### src/rtl/p5_pkg.sv
// Package: shared defaults for the serial parity generator.
// Assumes nothing beyond a frame length of at least two bits.
package p5_pkg;
    parameter int FRAME_LEN_DEF = 5;
endpackage

### src/rtl/p5_frame_counter.sv
// Module: frame position counter.
// Counts 0 .. FRAME_LEN-1 once per clock and wraps with no gap.
// Assumes a synchronous active-low reset that returns it to 0.
module p5_frame_counter #(
    parameter int FRAME_LEN = p5_pkg::FRAME_LEN_DEF,
    localparam int CNT_W = $clog2(FRAME_LEN)
) (
    input  logic             clk,
    input  logic             rst_n,
    output logic [CNT_W-1:0] pos,
    output logic             last
);
    localparam logic [CNT_W-1:0] LAST_POS = CNT_W'(FRAME_LEN - 1);

    // Flag the final slot of a frame.
    always_comb last = (pos == LAST_POS);

    // Advance the position, wrapping after the final slot.
    always_ff @(posedge clk) begin
        if (!rst_n)    pos <= '0;
        else if (last) pos <= '0;
        else           pos <= pos + 1'b1;
    end

    // the counter steps by one below the last slot
    a_r2_step: assert property (@(posedge clk) disable iff (!rst_n)
        (pos != LAST_POS) |=> (pos == $past(pos) + 1'b1));
    // the counter wraps to zero after the last slot
    a_r2_wrap: assert property (@(posedge clk) disable iff (!rst_n)
        (pos == LAST_POS) |=> (pos == '0));
    // the position never leaves its range
    a_r2_range: assert property (@(posedge clk) disable iff (!rst_n)
        pos <= LAST_POS);
endmodule

### src/rtl/p5_bit_store.sv
// Module: frame bit store.
// Shifts din into bit 0 once per clock and clears itself at the end of a frame.
// Assumes clr is high only in the final slot of a frame.
module p5_bit_store #(
    parameter int FRAME_LEN = p5_pkg::FRAME_LEN_DEF
) (
    input  logic                 clk,
    input  logic                 rst_n,
    input  logic                 clr,
    input  logic                 din,
    output logic [FRAME_LEN-1:0] bits
);
    logic [FRAME_LEN-1:0] next_bits;

    // Next value of every cell: bit 0 takes din, each other bit takes its lower neighbour.
    for (genvar i = 0; i < FRAME_LEN; i++) begin : g_cell
        if (i == 0) begin : g_head
            always_comb next_bits[i] = din;
        end else begin : g_body
            always_comb next_bits[i] = bits[i-1];
        end
    end

    // Hold the partial frame; clear on reset or at the frame boundary.
    always_ff @(posedge clk) begin
        if (!rst_n)   bits <= '0;
        else if (clr) bits <= '0;
        else          bits <= next_bits;
    end

    // the register shifts toward the MSB and takes din in bit 0
    a_r5_shift: assert property (@(posedge clk) disable iff (!rst_n)
        !clr |=> (bits == {$past(bits[FRAME_LEN-2:0]), $past(din)}));
endmodule

### src/rtl/p5_parity_out.sv
// Module: Mealy parity output.
// Combines the stored bits with the live input and gates the result to the last slot.
// Assumes the stored bits hold only the current frame.
module p5_parity_out #(
    parameter int FRAME_LEN = p5_pkg::FRAME_LEN_DEF
) (
    input  logic                 last,
    input  logic [FRAME_LEN-2:0] stored,
    input  logic                 din,
    output logic                 par
);
    logic [FRAME_LEN-1:0] chain;

    // Running XOR through the stored bits, seeded with the live input.
    always_comb chain[0] = din;
    for (genvar i = 1; i < FRAME_LEN; i++) begin : g_xor
        always_comb chain[i] = chain[i-1] ^ stored[i-1];
    end

    // Drive the result only in the last slot of the frame.
    always_comb par = last & chain[FRAME_LEN-1];

    // the output stays low outside the last slot
    always_comb begin
        if (!last) a_r4_quiet: assert (par == 1'b0);
    end
endmodule

### src/rtl/serial_parity5.sv
// Module: serial parity generator top.
// Splits din into non-overlapping frames and flags odd-count frames in their final cycle.
// Assumes one data bit per clock and a synchronous active-low reset.
module serial_parity5 #(
    parameter int FRAME_LEN = p5_pkg::FRAME_LEN_DEF,
    localparam int CNT_W = $clog2(FRAME_LEN)
) (
    input  logic                 clk,
    input  logic                 rst_n,
    input  logic                 din,
    output logic                 par_out,
    output logic [FRAME_LEN-1:0] dbg_shift,
    output logic [CNT_W-1:0]     dbg_pos
);
    logic             last;
    logic [CNT_W-1:0] pos;
    logic [FRAME_LEN-1:0] bits;

    p5_frame_counter #(.FRAME_LEN(FRAME_LEN)) u_cnt (
        .clk   (clk),
        .rst_n (rst_n),
        .pos   (pos),
        .last  (last)
    );

    p5_bit_store #(.FRAME_LEN(FRAME_LEN)) u_store (
        .clk   (clk),
        .rst_n (rst_n),
        .clr   (last),
        .din   (din),
        .bits  (bits)
    );

    p5_parity_out #(.FRAME_LEN(FRAME_LEN)) u_par (
        .last   (last),
        .stored (bits[FRAME_LEN-2:0]),
        .din    (din),
        .par    (par_out)
    );

    // Expose the internal state for tracing.
    always_comb dbg_shift = bits;
    always_comb dbg_pos   = pos;

    // reset clears both the counter and the bit store
    a_r1_clear: assert property (@(posedge clk)
        !rst_n |=> (pos == '0 && bits == '0));
    // the bit store is empty at the start of every frame
    a_r6_fresh: assert property (@(posedge clk) disable iff (!rst_n)
        last |=> (bits == '0));
    // at the first slot of a frame nothing is stored yet
    a_r6_empty_start: assert property (@(posedge clk) disable iff (!rst_n)
        (pos == '0) |-> (bits == '0));
endmodule

### config.mk
export PLATFORM = sky130hd
export DESIGN_NAME = serial_parity5
export DESIGN_NICKNAME = d
export VERILOG_FILES = /design/src/rtl/p5_pkg.sv /design/src/rtl/p5_frame_counter.sv /design/src/rtl/p5_bit_store.sv /design/src/rtl/p5_parity_out.sv /design/src/rtl/serial_parity5.sv
export SDC_FILE = /design/constraint.sdc
export NUM_CORES = 1
export LEC_CHECK = 0
export ABC_AREA = 1
export BUFFER_PORTS_ARGS = -buffer_cell sky130_fd_sc_hd__buf_2
export CORE_AREA = 2 2 39 41
export DETAILED_ROUTE_END_ITERATION = 12
export DIE_AREA = 0 0 41 43
export PLACE_DENSITY_LB_ADDON = 0.3
export RECOVER_POWER = 50
export SETUP_SLACK_MARGIN = 0.15
export SYNTH_ARGS = -nofsm -noshare
export SYNTH_HDL_FRONTEND = slang
export SYNTH_SLANG_ARGS = --single-unit
### constraint.sdc
create_clock -name clk -period 2.41 [get_ports clk]
set_input_delay 0.3615 -clock clk [delete_from_list [all_inputs] [get_ports clk]]
set_output_delay 0.3615 -clock clk [all_outputs]
set_load 0.03 [all_outputs]
; After elaboration in Yosys (flattened, before gate mapping)
; Index checks and enable logic that the tools add are counted.
[word_totals]
elab_cells = 11
out_inout_bits = 9
register_bits = 8
[classes]
eq_ne = 1
add_sub_neg = 1
bitwise_logic = 6
n_reduce_logical = 1
[op_table]
columns = operator, n
row1 = $xor 1x1->1, 4
row2 = $add 3x1->3 const B, 1
row3 = $eq 3x3->1 const B, 1
row4 = $reduce_or 2->1, 1
row5 = $and 1x1->1, 1
row6 = $not 1->1, 1

; Logic depth before layout (Yosys ltp)
[logic_depth]
word_depth = 5
mapped_depth = 7
ltp_nobuf = 7

; Modules after synthesis
; From an unflattened synthesis, not the netlist that was laid out.
[unflattened]
cells_unflattened = 49
hier_area_um2 = 347.8
[by_module_without_submodules]
columns = mod, area_per_inst_um2, cells_per_inst, seq_area_each_um2, instances
row1 = p5_bit_store, 147.6, 17, 100.1, 1
row2 = p5_frame_counter, 142.6, 19, 60.1, 1
row3 = p5_parity_out, 57.6, 13, 0.0, 1

; Worst setup path after synthesis
; OpenSTA, ideal clock, no wires.
[synth_timing]
path_kind = reg2out
from = register u_store.bits[0]
to = output par_out
path_stages_with_launch = 7
arrival_time_ns = 1.174
path_slack_ns = 0.874
n_path_buf = 0
cell_sequence = dfxtp_1 -> nor2_1 -> nor2_2 -> nand2_2 -> nand3_2 -> nand2_2 -> nor2_2
[synth_between]
elab_chain_cells = 5
[synth_rtl]
columns = item, line_no
row1 = start: declaration, p5_bit_store.sv:11  ; output logic [FRAME_LEN-1:0] bits
row2 = start signal: assignment, p5_bit_store.sv:28  ; else bits <= next_bits;
row3 = $xor 1x1->1 (4 in a row), p5_parity_out.sv:17  ; always_comb chain[i] = chain[i-1] ^ stored[i-1];
row4 = $and 1x1->1, p5_parity_out.sv:21  ; always_comb par = last & chain[FRAME_LEN-1];
row5 = end: declaration, serial_parity5.sv:11  ; output logic par_out,
; No other way between the ends.

; Worst setup path after layout
[layout_timing]
from = register u_cnt.pos[0]
to = output par_out
[layout_between]
elab_chain_cells = 2
[layout_rtl]
columns = item, line_no
row1 = start: declaration, p5_frame_counter.sv:10  ; output logic [CNT_W-1:0] pos,
row2 = start signal: assignment, p5_frame_counter.sv:22  ; else pos <= pos + 1'b1;
row3 = $eq 3x3->1, p5_frame_counter.sv:16  ; always_comb last = (pos == LAST_POS);
row4 = $and 1x1->1, p5_parity_out.sv:21
; No other way between the ends.

==> run metrics <==
synthesized area per cell=between 7 and 8 sq um; startpoint types=flip-flop; initial core utilization=between 20% and 30%; worst slew pin tran=361.5 ps; Setup CP Type=flip-flop to output port; Fin. Hold Viols=0; Std-Cell Rows=14; Top Metal Used=met4; final wirelength=between 500 and 600 um; Synth Warn #=0; WL met1=roughly 240 um; Setup Viol. Count Final=0; Iteration-0 DRC Markers=4; pre-CTS WS=approximately 920 ps; Layout fillers=about 160; core region area=roughly 0.0014 sq mm; drc violations=0; post-synth cell types=10; status=completed; post-synthesis sequential element count=8; Final Total Pwr=between 0.3 and 0.4 mW; WP data required=approximately 2100 ps; largest net degree at the start of global routing=9; GR Overflow Total=0; CTS sink count=8; Most common cell on crit path=inv_1; Buf+Inv Stages, Crit Path=3; CTS tree=built; clock transition at the registers of the reported paths=roughly 50 ps; Longest Clk Path Bufs=2; power density over the cells=slightly below 700 mW/mm^2; critical path cell sequence=inv_1, ha_1, nand2_1, inv_1, nand2_2, nor2_2, buf_2; Crit Path Max Fanout=4; IO Port Bufs=11; share of post-route cells with drive strength above 1=31.67%; I/O pin total=12; CP delay by family, top=flip-flops; Root Driver=clkbuf_4; routability cong.=around 0.62; Synth-to-Final Area Change=26.86%; Post-layout nets=67; RSZ-0062 raised after global routing=false; CTS Buf Count=3; Avg WL per Cell=about 7.2 um; drt pass-1 iters=2; Worst Hold Launch=din; worst r2r dst=u_store.bits[4]$_SDFF_PP0_; Syn Nets=51; max-slew violation count=0; via count=just under 300; Clock Latency Late Sink=between 200 and 250 ps; R2R Path Start=u_cnt.pos[0]$_SDFF_PP0_; WHS Endpoint=u_store.bits[0]$_SDFF_PP0_; die area=0.001763 sq mm; Vias/cell=slightly below 4; die height=roughly 43 um; Critical path origin=u_cnt.pos[0]$_SDFF_PP0_; antenna viol nets, final=0; Mapped Cells=between 40 and 50; fin crit period=~1600 ps; crit-path max cell delay=~370 ps; Max Cap Violations=0; CP Data Arrival Time=1240 ps; total setup buffers inserted after CTS=0; R2R Setup Slk=1350 ps; die width=around 41 um; relative slew slack=around 76%; Fmax achieved=0.6231 GHz; period utilisation layout=around two thirds; register area=~160 sq um; register area share after synthesis=between 40% and 50%; first-pass GRT wire length=slightly above 1 mm; initial antenna violation count=0; Worst Clk Skew=1.149 ps; ANT cells=0; WL met3=13 um; hold path depth=3; Resize count post-CTS=0; final worst setup slack=805.1 ps; vias in the first global route=260; area taken by multi-input logic gates=156.4 sq um; slowest cell on the critical path=dfxtp_1; final hold slack=~380 ps; HP Class=primary input to flip-flop; WL met2=~280 um; worst r2r path cells=5; cell leakage power=about 0.24 nW; Critical Path End Type=output port; Max VDD drop=roughly 0.14 mV; H-tree levels=1; fin util=32.46%; Setup TNS=0 ps; Overall Global Routing Usage=between 8 and 9%; Post-Syn Area=354.1 sq um; Hold Buf Count CTS=0; DP Wirelength=about 460 um
==> area by class of cell <==
type | instances | share of cell area, %
Tap cell | 16 | 4.457
Clock buffer | 3 | 5.014
Multi-Input combinational cell | 28 | 34.82
Sequential cell | 8 | 35.65
Timing Repair Buffer | 11 | 11.70
Inverter | 10 | 8.357
==> cell usage after synthesis <==
library cell  number  area share (%)
nor2_1             9             9.5
inv_1             10              11
nand3_2            1             2.8
a21oi_2            1             2.5
nand2_1            8             8.5
ha_1               2             7.1
nor2_2             2             3.5
nand2_2            3             5.3
xnor2_1            2             4.9
dfxtp_1            8              45
==> logic make-up (layout without fill, tap and decap cells) <==
family,Yosys count,in the layout,share of synthesized area [%]
xor gates and xnor gates,2,2,4.948
buffers and inverters,10,24,10.60
and+or+nand+nor,23,23,29.68
adders and majority gates,2,2,7.066
AOI/OAI and AO/OA,1,1,2.474
DFF,8,8,45.23
==> metal layers <==
metal / track usage, % / vias up
met5: 0 / -
met3: 3.141 / 2
met1: 10.03 / 123
met2: 12.19 / 5
met4: 8.000 / 0
li1: - / 162
==> report_power, final <==
group | internal, mW | leakage [nW] | total [mW] | switching [mW]
registers | 0.141 | 0.0656 | 0.148 | 0.00708
clock network | 0.0565 | 0.0138 | 0.0954 | 0.0389
logic | 0.0200 | 0.162 | 0.0599 | 0.0400
total | 0.218 | 0.242 | 0.304 | 0.0860
==> cell usage in the layout, fill, tap and decap left out <==
master    Yosys  final
inv_1        10     10
nor2_1        9      9
buf_2         0      9
nand2_1       8      8
dfxtp_1       8      8
nand2_2       3      3
clkbuf_4      0      3
xnor2_1       2      2
nor2_2        2      2
ha_1          2      2
clkbuf_1      0      2
a21oi_2       1      1
nand3_2       1      1
==> worst reg2reg max path: cells and delay by family (launching register included) <==
family        cells  cell delay (ps)
buf+inv           1               60
flops             1              370
fa+ha+maj         1              190
simple gates      3              380
==> registers in the layout (all words and copies together) (netlist names) <==
signal        flops
u_cnt.pos         3
u_store.bits      5
==> worst max path at each step <==
| stage | slack [ps] | cells past startpoint | to |
|---|---|---|---|
| after floorplan | 870 | 6 | par_out |
| after global placement | 940 | 9 | par_out |
| after detailed placement | 920 | 9 | par_out |
| after CTS | 780 | 7 | par_out |
| after global routing | 660 | 7 | par_out |
| final | 810 | 7 | par_out |
==> through the flow <==
stage	cell area [sq um]	instances
after floorplan	354.1	46
after global placement	429.2	73
after detailed placement	429.2	73
after CTS	451.7	76
after global routing	449.2	76
final	449.2	76
No activity file was read; power rests on OpenSTA's default activity.
